### src/rtl/pt_walker.sv
module pt_walker (
  input  logic        clk,
  input  logic        rst_n,
  input  logic        root_load,
  input  logic [19:0] root_frame,
  input  logic        req_valid,
  output logic        req_ready,
  input  logic [31:0] req_vaddr,
  input  logic [1:0]  req_kind,
  output logic        rsp_valid,
  output logic [1:0]  rsp_status,
  output logic [31:0] rsp_paddr,
  output logic        mem_req,
  output logic        mem_we,
  output logic [31:0] mem_addr,
  output logic [31:0] mem_wdata,
  input  logic        mem_ack,
  input  logic [31:0] mem_rdata
);
  localparam logic [1:0] ST_OK = 2'b00, ST_PF = 2'b01, ST_PROT = 2'b10;
  localparam logic [1:0] K_RD = 2'b00, K_WR = 2'b01, K_EX = 2'b10;

  typedef enum logic [2:0] {S_IDLE, S_TOP, S_LEAF, S_WB, S_RSP} state_t;

  state_t      st;
  logic [19:0] root_q;
  logic [31:0] va_q;
  logic [1:0]  kind_q;
  logic [31:0] addr_q;
  logic [31:0] wdata_q;

  wire [1:0]  prot = mem_rdata[4:3];
  wire        ent_v = mem_rdata[0];
  wire        allow = (kind_q == K_RD) ? (prot != 2'b00) :
                      (kind_q == K_WR) ? (prot == 2'b10) :
                      (kind_q == K_EX) ? (prot == 2'b11) : 1'b0;
  wire [31:0] upd = mem_rdata | 32'h2 | ((kind_q == K_WR) ? 32'h4 : 32'h0);

  assign req_ready = (st == S_IDLE);
  assign rsp_valid = (st == S_RSP);
  assign mem_req   = (st == S_TOP) || (st == S_LEAF) || (st == S_WB);
  assign mem_we    = (st == S_WB);
  assign mem_addr  = addr_q;
  assign mem_wdata = wdata_q;

  always_ff @(posedge clk) begin
    if (!rst_n) begin
      st         <= S_IDLE;
      root_q     <= '0;
      va_q       <= '0;
      kind_q     <= K_RD;
      addr_q     <= '0;
      wdata_q    <= '0;
      rsp_status <= ST_OK;
      rsp_paddr  <= '0;
    end else begin
      if (root_load) root_q <= root_frame;
      case (st)
        S_IDLE: if (req_valid) begin
          va_q   <= req_vaddr;
          kind_q <= req_kind;
          addr_q <= {root_q, 12'h000} + {18'd0, req_vaddr[31:20], 2'b00};
          st     <= S_TOP;
        end
        S_TOP: if (mem_ack) begin
          if (!ent_v) begin
            rsp_status <= ST_PF;
            rsp_paddr  <= '0;
            st         <= S_RSP;
          end else begin
            addr_q <= {mem_rdata[31:12], 2'b00, va_q[19:12], 2'b00};
            st     <= S_LEAF;
          end
        end
        S_LEAF: if (mem_ack) begin
          if (!ent_v || !allow) begin
            rsp_status <= ent_v ? ST_PROT : ST_PF;
            rsp_paddr  <= '0;
            st         <= S_RSP;
          end else begin
            rsp_status <= ST_OK;
            rsp_paddr  <= {mem_rdata[31:12], va_q[11:0]};
            wdata_q    <= upd;
            st         <= (upd != mem_rdata) ? S_WB : S_RSP;
          end
        end
        S_WB: if (mem_ack) st <= S_RSP;
        S_RSP: st <= S_IDLE;
        default: st <= S_IDLE;
      endcase
    end
  end
endmodule


### config.mk
export PLATFORM = sky130hd
export DESIGN_NAME = pt_walker
export DESIGN_NICKNAME = d
export VERILOG_FILES = /design/src/rtl/pt_walker.sv
export SDC_FILE = /design/constraint.sdc
export NUM_CORES = 1
export LEC_CHECK = 0
export BUFFER_PORTS_ARGS = -buffer_cell sky130_fd_sc_hd__buf_2
export CAP_MARGIN = 20
export CORE_ASPECT_RATIO = 1.1
export CORE_MARGIN = 1
export CORE_UTILIZATION = 30
export DETAILED_ROUTE_END_ITERATION = 6
export HOLD_SLACK_MARGIN = 0.12
export PLACE_DENSITY = 0.61
export SETUP_SLACK_MARGIN = 0.5
export SLEW_MARGIN = 20
export SYNTH_ARGS = -nofsm -noshare
export SYNTH_HDL_FRONTEND = slang
export SYNTH_SLANG_ARGS = --single-unit
### constraint.sdc
create_clock -name clk -period 3.18 [get_ports clk]
set_clock_uncertainty 0.1 [all_clocks]
set_input_delay 0.795 -clock clk [delete_from_list [all_inputs] [get_ports clk]]
set_output_delay 0.795 -clock clk [all_outputs]
set_load 0.02 [all_outputs]
==> key figures, run 1 <==
Timing
  – Slew Limit Fails: 0
  – # setup viols final: 0
  – Worst-Margin Slew: about 750 ps
  – Setup TNS: 0 ps
  – Final hold violation count: 0
  – Crit share post-route: about 77%
  – Rel. slew slack: just under 50%
  – Fmax: around 0.4 GHz
  – RSZ-0062 raised after global routing: no
  – Final Critical Period: between 2000 and 2500 ps

Min path
  – Hold Path Class: register to register

Synth
  – Leading area contributor after synthesis: dfxtp_1
  – FFs w/ async S/R, synth: 0%
  – Share of Yosys cell area claimed by the top area cell type: between 40% and 50%
  – Synth Area in Simple Gates: between 20% and 30%
  – Compound-Gate Fraction of Synth Area: a little under a fifth
  – Largest family of logic cells by synthesized area: simple AND/OR/NAND/NOR gates
  – Adder-cell share of the synthesized area: 0.756%
  – Synth top area cells: dfxtp_1 (47%), nand2_1 (10%), a21boi_0 (8.3%)
  – Syn Inst Count: 674
  – Area of the mapped netlist: between 0.005 and 0.006 sq mm
  – Post-Syn Area per Cell: just under 9 sq um
  – Synth Register Bits: roughly 140
  – Synth warnings: 0
  – Post-Synth XOR/XNOR Area: around 2.2%
  – Unique masters post-synth: between 50 and 60
  – Top_reg_cell synth: dfxtp_1
  – Post-synth EDFFs: 0
  – Mux cell area share after synthesis: 3.53%
  – Register area share after synthesis: between 40% and 50%

Drt
  – Routed WL: approximately 17000 um
  – Vias per std cell: 4.72
  – Post-route antenna net violation count: 0
  – DRT iter0 DRCs: 289
  – Via count: between 5000 and 6000
  – Residual DRC count: 0
  – Wire per inst: 15.4 um
  – Router iterations before antenna repair: 5

Power
  – Comb power frac: between 10% and 20%
  – Internal power: approximately 3.1 mW
  – Pwr/cell area: 555 mW/mm^2
  – Leakage power: between 3 and 4 nW
  – Sw Ratio: between 20% and 30%
  – Net switching power: around 1.1 mW
  – Max VDD drop: around 0.35 mV
  – Sequential Power Share: 44.6%
  – Tot Pwr: roughly 4.3 mW
  – Clock share of power: a little over two fifths

Clock network
  – Max Root-Sink Buffers: 2
  – H-tree depth: 4
  – TritonCTS Buffers: 17
  – Sink Count: roughly 140
  – CTS tree: built
  – Reg clk slew, reported paths: around 60 ps
  – Skew-Pair Late Insertion Delay: a little over 400 ps
  – Post-CTS setup buffer count: 0
  – CTS hold repair buffers: 0
  – CTS root buf: clkbuf_16
  – # resized after CTS: 0

Place
  – DP HPWL: approximately 12000 um
  – Port buffer count: 190
  – GP Congestion: approximately 0.8

Floorplanning
  – Initial Utilization: 30.9%
  – Area of the core: about 0.019 sq mm
  – IO Pins: 193
  – DIE AREA: a little over 0.02 sq mm
  – Die Y: around 150 um
  – Row cnt: 53
  – Die width: 136 um

Worst setup path
  – Critical Path Sink Type: primary output
  – Crit path required time: 2280 ps
  – Max FO, Critical Path: 13
  – Critical path class: register to primary output
  – Arrival @ worst endpoint: about 1500 ps
  – Crit start category: register

GRT
  – Vias in the first global route: 4750
  – Total track usage: between 10% and 20%
  – Initial antenna violation count: 0
  – Largest net degree at the start of global routing: 54
  – First-pass GRT wire length: roughly 26000 um
  – GRT Residual Overflow: 0

Finish
  – Nets: 942
  – # fillers: between 2000 and 2500
  – Reg area: around 0.0028 sq mm
  – N_diodes: 0
  – Share of layout cells above drive strength 1: around 28%
  – Area grow syn2layout: 28.9%
  – Multi-input combinational cell area: approximately 0.0029 sq mm

Status
  – Status: completed

Run
  – Max_cap viols: 0
==> layer usage <==
layer  vias up  track usage, %  routed length, um
li1       2650               -                  -
met1      2401            23.4               8270
met2       154            25.4               7620
met3        19            3.62                844
met4         0            6.50                310
met5         -               0                  0
==> synth_stat cells, types with 9 or more instances <==
library cell / count
o21ai_0: 15
nor2_1: 15
buf_2: 16
nand2_1: 161
a22oi_1: 13
nand3_1: 25
a21boi_1: 9
o211ai_1: 10
mux2i_1: 21
dfxtp_1: 141
a21oi_1: 14
a21boi_0: 66
nor2b_1: 38
o211a_1: 10
clkbuf_1: 25
xor2_1: 9
==> worst paths after layout <==
kind / from / endpoint / slack, ps / cells past startpoint
worst min-delay path: mem_wdata[3]$_SDFFE_PN0P_ / mem_wdata[3]$_SDFFE_PN0P_ / 350 / 2
worst min register to register: mem_wdata[3]$_SDFFE_PN0P_ / mem_wdata[3]$_SDFFE_PN0P_ / 350 / 2
worst max register to register: root_q[0]$_SDFFE_PN0P_ / mem_addr[26]$_SDFFE_PN0P_ / 870 / 8
worst max-delay path: st[1]$_SDFFE_PN0P_ / rsp_valid / 740 / 3
==> power groups by stage <==
stage                     clock network (mW)  registers (mW)  logic [mW]
after floorplan                            0            1.97       0.264
after global placement                     0            1.94       0.494
after detailed placement                   0            1.94       0.495
after CTS                               1.93            1.90       0.496
after global routing                    2.01            1.91       0.542
final                                   1.87            1.90       0.491
==> cell usage in the layout, fill, tap and decap left out, types with 3 or more instances in the layout <==
cell type,instances
a21boi_0,66
a21boi_1,8
a21oi_1,14
a22oi_1,13
and3_1,3
buf_2,189
buf_4,15
clkbuf_16,17
clkinv_2,3
clkinvlp_4,4
dfxtp_1,141
inv_1,7
mux2i_1,21
nand2_1,161
nand2b_1,7
nand3_1,25
nand3b_1,3
nand4_1,5
nor2_1,15
nor2b_1,38
nor3_1,7
o211a_1,10
o211ai_1,10
o21ai_0,14
o221ai_1,3
xnor2_1,6
xor2_1,9
==> state kept, by name, summed over array words and instances (netlist names) <==
| signal | count |
|---|---|
| mem_wdata | 32 |
| rsp_paddr | 32 |
| mem_addr | 30 |
| root_q | 20 |
| va_q | 20 |
| st | 3 |
| kind_q | 2 |
| rsp_status | 2 |
==> final cells by class <==
cell class / instances / share of cell area [%]
inverters: 7 / 0.342
flip-flops and latches: 141 / 36.8
clock inverters: 10 / 1.21
multi-input cells: 476 / 37.6
well taps: 247 / 4.03
clock buffers: 21 / 6.00
repair buffers: 205 / 14.1
==> stage by stage <==
stage	cells	hold slack (ps)	cell area (sq um)	utilization, %	worst slack, ps
floorplan	675	344	5960	-	591
global placement	1076	340	7120	36.9	348
detailed placement	1076	344	7120	36.9	310
CTS	1107	352	7670	39.8	721
global route	1107	367	7670	39.8	597
finish	1107	350	7670	39.8	744
==> kinds of logic after synthesis <==
kind of cell    Yosys count
simple gates            282
compound gates          153
flops                   141
buf+inv                  58
mux                      21
xor+xnor                 15
fa+ha+maj                 3
other cells               1
==> critical path, cell delays in order (launching register included) <==
cell     delay, ps
dfxtp_1        640
nor2_1         140
and2_1         180
buf_2          160
(Power assumes the default switching activity.)
==> run 2: changes to the inputs <==
Settings changed: PLACE_DENSITY 0.61 to 0.63.
Clock period 3.18 ns to 2 ns, I/O delays scaled along.
==> run 2 against run 1 <==
  * The run now ends with setup timing left
  * Via count rose by 18%
  * Combinational power rose to 2.9 times the previous value
  * First-iteration DRC count down 16%
  * Worst setup slack got worse by 810 ps
  * Hold slack worse by 140 ps
  * Non-clock buffer count increased by 155
  * Utilization increased by 19 points
  * Clock-buffer cell count decreased by 2
  * Critical path type is now register to register
  * Highest routed layer unchanged
==> key figures, run 2 (synthesized netlist as in run 1, its figures left out) <==
Status
  – Status: finished, violations left
  – Violated checks: setup timing

Clock network
  – Reg clk slew, reported paths: approximately 60 ps
  – Max Root-Sink Buffers: 2
  – CTS tree: built
  – CTS root buf: clkbuf_16
  – Skew-Pair Late Insertion Delay: between 400 and 500 ps
  – H-tree depth: 4
  – TritonCTS Buffers: 17
  – Sink Count: between 100 and 150

Drt
  – Wire per inst: roughly 18 um
  – Met2 wire length: 11800 um
  – Post-route antenna net violation count: 0
  – WL met1: roughly 9400 um
  – Met3 Wirelength: 991 um
  – Routed WL: around 23000 um
  – Vias per std cell: 4.89
  – Max Used Layer: met4
  – DRT iter0 DRCs: approximately 240
  – Via count: a little over 6000
  – Router iterations before antenna repair: 4
  – Residual DRC count: 0

Finish
  – Final core occ: between 50% and 60%
  – Most frequent cells in the layout: buf_6 (138), buf_4 (96), dfxtp_2 (92)
  – Final Non-Filler Cells: approximately 1300
  – Area grow syn2layout: 90.0%
  – Commonest non-fill, non-tap cell in the layout: buf_6
  – Nets: 1098
  – # fillers: 1545
  – Share of layout cells above drive strength 1: about two thirds

Worst setup path
  – Slowest Stage Delay on Critical Path: 350 ps
  – Flop2flop setup slack: -60 ps
  – Crit start category: register
  – Cells on worst reg2reg path: 10
  – Critical Path Sink Type: register
  – CP max-delay cell: dfxtp_2
  – Max FO, Critical Path: 3
  – Crit path buf inv count: 3
  – Crit-path leading delay family: adder cells
  – Critical path class: register to register
  – RR Startpoint: root_q[0]$_SDFFE_PN0P_
  – Arrival @ worst endpoint: roughly 2300 ps
  – Worst reg2reg endpoint: mem_addr[30]$_SDFFE_PN0P_
  – Crit path required time: ~2300 ps
  – Worst path cell trace: ha_4, inv_2, fa_2, nand4b_1, buf_4, nor3_4, buf_6, nand2_2, xor2_1, a21oi_1

Power
  – Leakage power: ~5 nW
  – Pwr/cell area: about 660 mW/mm^2
  – Max VDD drop: about 0.6 mV

Place
  – DP HPWL: ~13000 um
  – Port buffer count: 190
  – Placed Cells: ~1100
  – GP Congestion: 0.793

GRT
  – First-pass GRT wire length: 32800 um
  – Vias in the first global route: roughly 6000
  – Initial antenna violation count: 1
  – Largest net degree at the start of global routing: 50
  – GRT Residual Overflow: 0
  – Total track usage: a little over a fifth

Min path
  – Hold Path Class: input pin to register
  – Worst hold stages: 3
  – Hold endpoint: mem_wdata[6]$_SDFFE_PN0P_
  – Hold_sp: mem_rdata[6]

Floorplanning
  – Die Y: ~150 um
  – Die width: 136 um
  – Initial Utilization: 30.9%
  – IO Pins: ~190
  – Row cnt: 53
  – Area of the core: 0.0193 sq mm
  – DIE AREA: 0.0204 sq mm

Timing
  – # setup viols final: 3
  – Worst hold slack: roughly 210 ps
  – Final setup margin: -63.9 ps
  – Fmax: approximately 0.48 GHz
  – RSZ-0062 raised after global routing: yes
  – Setup TNS: -110 ps
  – Slew Limit Fails: 0
  – Final hold violation count: 0
  – Crit share post-route: 103%
  – Final Critical Period: a little over 2000 ps

Run
  – Max_cap viols: 0
## run 2: what timing repair did
action / in CTS / in global routing
gates resized for setup: 520 / 99
pin swaps: 135 / 73
hold buffers: 0 / 0
endpoints found under the setup margin: 210 / 199
gates cloned: 16 / 3
setup buffers: 69 / 48
## run 2: power breakdown
| part | switching [mW] | internal [mW] |
|---|---|---|
| clock | 1.27 | 1.69 |
| sequential | 0.108 | 2.93 |
| combinational | 0.684 | 0.758 |
## run 2: worst max path at each step
stage | cells after the start | to | start | slack, ps
detailed placement | 9 | mem_addr[28]$_SDFFE_PN0P_ | req_vaddr[30] | -340
global placement | 10 | mem_addr[22]$_SDFFE_PN0P_ | req_vaddr[30] | -340
global route | 10 | mem_addr[30]$_SDFFE_PN0P_ | root_q[0]$_SDFFE_PN0P_ | -170
floorplan | 8 | mem_addr[28]$_SDFFE_PN0P_ | req_vaddr[30] | -150
CTS | 8 | mem_addr[28]$_SDFFE_PN0P_ | root_q[0]$_SDFFE_PN0P_ | -60
finish | 10 | mem_addr[30]$_SDFFE_PN0P_ | root_q[0]$_SDFFE_PN0P_ | -60
## run 2: per-layer routing
layer	GRT usage, %	up-vias
li1	-	2971
met1	25.4	2983
met2	37.4	181
met3	4.51	48
met4	8.33	0
met5	0	-
## run 2: worst register-to-register path, stage by stage (launching register included)
cell and delay [ps]:
dfxtp_2 350, ha_4 140, inv_2 30, fa_2 340
nand4b_1 260, buf_4 200, nor3_4 130, buf_6 130
nand2_2 50, xor2_1 140, a21oi_1 130
## run 2: per-stage QoR
step	setup slack [ps]	total power [mW]	cell area, sq um
finish	-63.9	7.44	11300
floorplan	-146	3.58	6170
CTS	-63.7	7.35	10500
global route	-171	7.70	11300
detailed placement	-340	3.96	7500
global placement	-341	3.95	7500
## run 2: final cells by class
| cell class | instances | area (sq um) | share of cell area [%] |
|---|---|---|---|
| Antenna cell | 1 | 2.50 | 0.0221 |
| Inverter | 7 | 26.3 | 0.232 |
| Clock inverter | 12 | 100 | 0.885 |
| Timing Repair Buffer | 360 | 3540 | 31.3 |
| Sequential cell | 141 | 2980 | 26.4 |
| Tap cell | 247 | 309 | 2.73 |
| Multi-Input combinational cell | 477 | 3920 | 34.7 |
| Clock buffer | 19 | 433 | 3.83 |
==> run 3: changes to the inputs <==
Settings changed: REMOVE_ABC_BUFFERS from default to 1.
==> run 3 against run 2 <==
  * The flow still finishes with violations (setup timing)
  * Cell count is 0.63% lower
  * Sequential share of layout area fell by 0.32 points
  * Clock-buffer cell count shrank 1
  * Global-route usage about the same
  * Combinational power about the same
  * Critical path type unchanged
  * Critical endpoint is now mem_addr[28]$_SDFFE_PN0P_
  * Largest cell class unchanged
  * Highest routed layer is now met5
==> key figures, run 3 (synthesized netlist as in run 1, its figures left out) <==
Power
  – Pwr/cell area: between 700 and 800 mW/mm^2
  – Net switching power: around 2.1 mW
  – Comb power frac: 17.2%
  – Tot Pwr: 8.21 mW
  – Max VDD drop: around 0.58 mV
  – Leakage power: around 5.0 nW
  – Sequential Power Share: 36.9%
  – Clock share of power: around 46%
  – Internal power: 6.11 mW
  – Sw Ratio: 25.6%

Drt
  – Vias per std cell: 5.02
  – Wire per inst: roughly 19 um
  – Router iterations before antenna repair: 6
  – DRT iter0 DRCs: between 400 and 500
  – Routed WL: between 20000 and 25000 um
  – Post-route antenna net violation count: 0
  – Via count: about 6300
  – Residual DRC count: 0

Floorplanning
  – Initial Utilization: a little under a third
  – IO Pins: between 150 and 200
  – Row cnt: 53
  – Die width: 136 um
  – Die Y: approximately 150 um
  – Area of the core: about 0.019 sq mm
  – DIE AREA: slightly above 0.02 sq mm

Worst setup path
  – Max FO, Critical Path: 3
  – CP max-delay cell: dfxtp_2
  – Arrival @ worst endpoint: roughly 2300 ps
  – RR Startpoint: root_q[0]$_SDFFE_PN0P_
  – Cells on worst reg2reg path: 8
  – Flop2flop setup slack: -40 ps
  – Crit path required time: ~2200 ps
  – Slowest Stage Delay on Critical Path: about 350 ps
  – Critical Path Sink Type: register
  – Worst path cell trace: ha_4, inv_2, fa_2, nand4b_1, nor4b_2, xnor2_1, o22ai_1, and2_1
  – Crit path buf inv count: 1
  – Crit start category: register
  – Critical path class: register to register
  – Crit-path leading delay family: simple AND/OR/NAND/NOR gates
  – Worst reg2reg endpoint: mem_addr[28]$_SDFFE_PN0P_

Min path
  – Hold Path Class: input pin to register
  – Worst hold stages: 3
  – Hold_sp: mem_rdata[8]
  – Hold endpoint: mem_wdata[8]$_SDFFE_PN0P_

GRT
  – GRT Residual Overflow: 0
  – Total track usage: 21.4%
  – Vias in the first global route: just over 6000
  – Largest net degree at the start of global routing: 54
  – Initial antenna violation count: 4
  – First-pass GRT wire length: 32900 um

Timing
  – Crit share post-route: 102%
  – # setup viols final: 3
  – Final hold violation count: 0
  – Slew Limit Fails: 0
  – Final Critical Period: between 2000 and 2500 ps
  – Final setup margin: -39.7 ps
  – Worst hold slack: just over 200 ps
  – RSZ-0062 raised after global routing: yes
  – Fmax: just under 0.5 GHz

Clock network
  – Skew-Pair Late Insertion Delay: 420 ps
  – Max Root-Sink Buffers: 2
  – Reg clk slew, reported paths: about 60 ps
  – TritonCTS Buffers: 17
  – Sink Count: 141
  – CTS root buf: clkbuf_16
  – CTS tree: built
  – H-tree depth: 4

Place
  – Port buffer count: 190
  – GP Congestion: a little under 0.8
  – Placed Cells: between 1000 and 1500
  – DP HPWL: between 10000 and 15000 um

Status
  – Violated checks: setup timing
  – Status: finished, violations left

Finish
  – Final Non-Filler Cells: ~1300
  – Area grow syn2layout: 91.7%
  – Most frequent cells in the layout: buf_6 (126), buf_4 (95), dfxtp_2 (93)
  – Share of layout cells above drive strength 1: about 68%
  – # fillers: ~1500
  – Nets: 1086
  – Commonest non-fill, non-tap cell in the layout: buf_6

Run
  – Max_cap viols: 0
[run 3: cell count changes in the layout (fill, tap and decap cells not counted), sizes merged, moves of 3 or more]
cell / before / now
bufinv: 1 / 7
buf: 358 / 347
clkinv: 8 / 3
diode: 1 / 4
[run 3: timing repair]
action / 4_1_cts / 5_1_grt
setup endpoints to repair: 201 / 198
hold endpoints to repair: 0 / 0
pin swaps: 113 / 96
buffers inserted: 64 / 39
gates cloned: 13 / 3
hold buffers: 0 / 0
resized for setup: 552 / 169
[run 3: layer usage]
layer	global-route usage, %	share of wire, %	vias up
met5	0	0.054	-
met4	10.4	3.2	2
met3	4.44	4.7	56
met2	37.1	51	211
met1	24.9	41	3081
li1	-	-	2956
[run 3: final cells by class]
cell class	count	area [sq um]	share of cell area, %
timing repair buffer	349	3420	29.9
multi-input combinational	476	3990	34.9
tap	247	309	2.71
clock buffer	18	429	3.76
clock inverter	14	267	2.33
inverter	7	26.3	0.230
sequential	141	2970	26.0
antenna	4	10.0	0.0877
[run 3: how the worst max path moves through the flow]
stage,from,to,depth (start not counted)
final,root_q[0]$_SDFFE_PN0P_,mem_addr[28]$_SDFFE_PN0P_,8
after global routing,root_q[0]$_SDFFE_PN0P_,mem_addr[28]$_SDFFE_PN0P_,8
after CTS,root_q[0]$_SDFFE_PN0P_,mem_addr[28]$_SDFFE_PN0P_,8
after detailed placement,req_vaddr[30],mem_addr[28]$_SDFFE_PN0P_,9
after global placement,req_vaddr[30],mem_addr[28]$_SDFFE_PN0P_,9
after floorplan,st[1]$_SDFFE_PN0P_,mem_addr[27]$_SDFFE_PN0P_,5
[run 3: worst reg2reg max path, cell delays in order (launching register included)]
cell,delay [ps]
dfxtp_2,350
ha_4,130
inv_2,30
fa_2,330
nand4b_1,270
nor4b_2,360
xnor2_1,150
o22ai_1,80
and2_1,130
[run 3: stage by stage]
step / utilization (%) / cell area (sq um) / worst slack [ps] / setup TNS [ps]
after floorplan: - / 5710 / -768 / -41750
after global placement: 38.5 / 7430 / -476 / -3480
after detailed placement: 38.5 / 7430 / -480 / -3910
after CTS: 54.2 / 10500 / -64.7 / -97.4
after global routing: 59.1 / 11400 / -161 / -746
final: 59.2 / 11400 / -39.7 / -63.0
[run 3: power groups by stage]
stage | combinational, mW | sequential, mW | clock, mW
floorplan | 0.341 | 3.14 | 0
global placement | 0.860 | 3.06 | 0
detailed placement | 0.865 | 3.07 | 0
CTS | 1.22 | 3.03 | 3.81
global route | 1.49 | 3.04 | 3.93
finish | 1.41 | 3.03 | 3.77
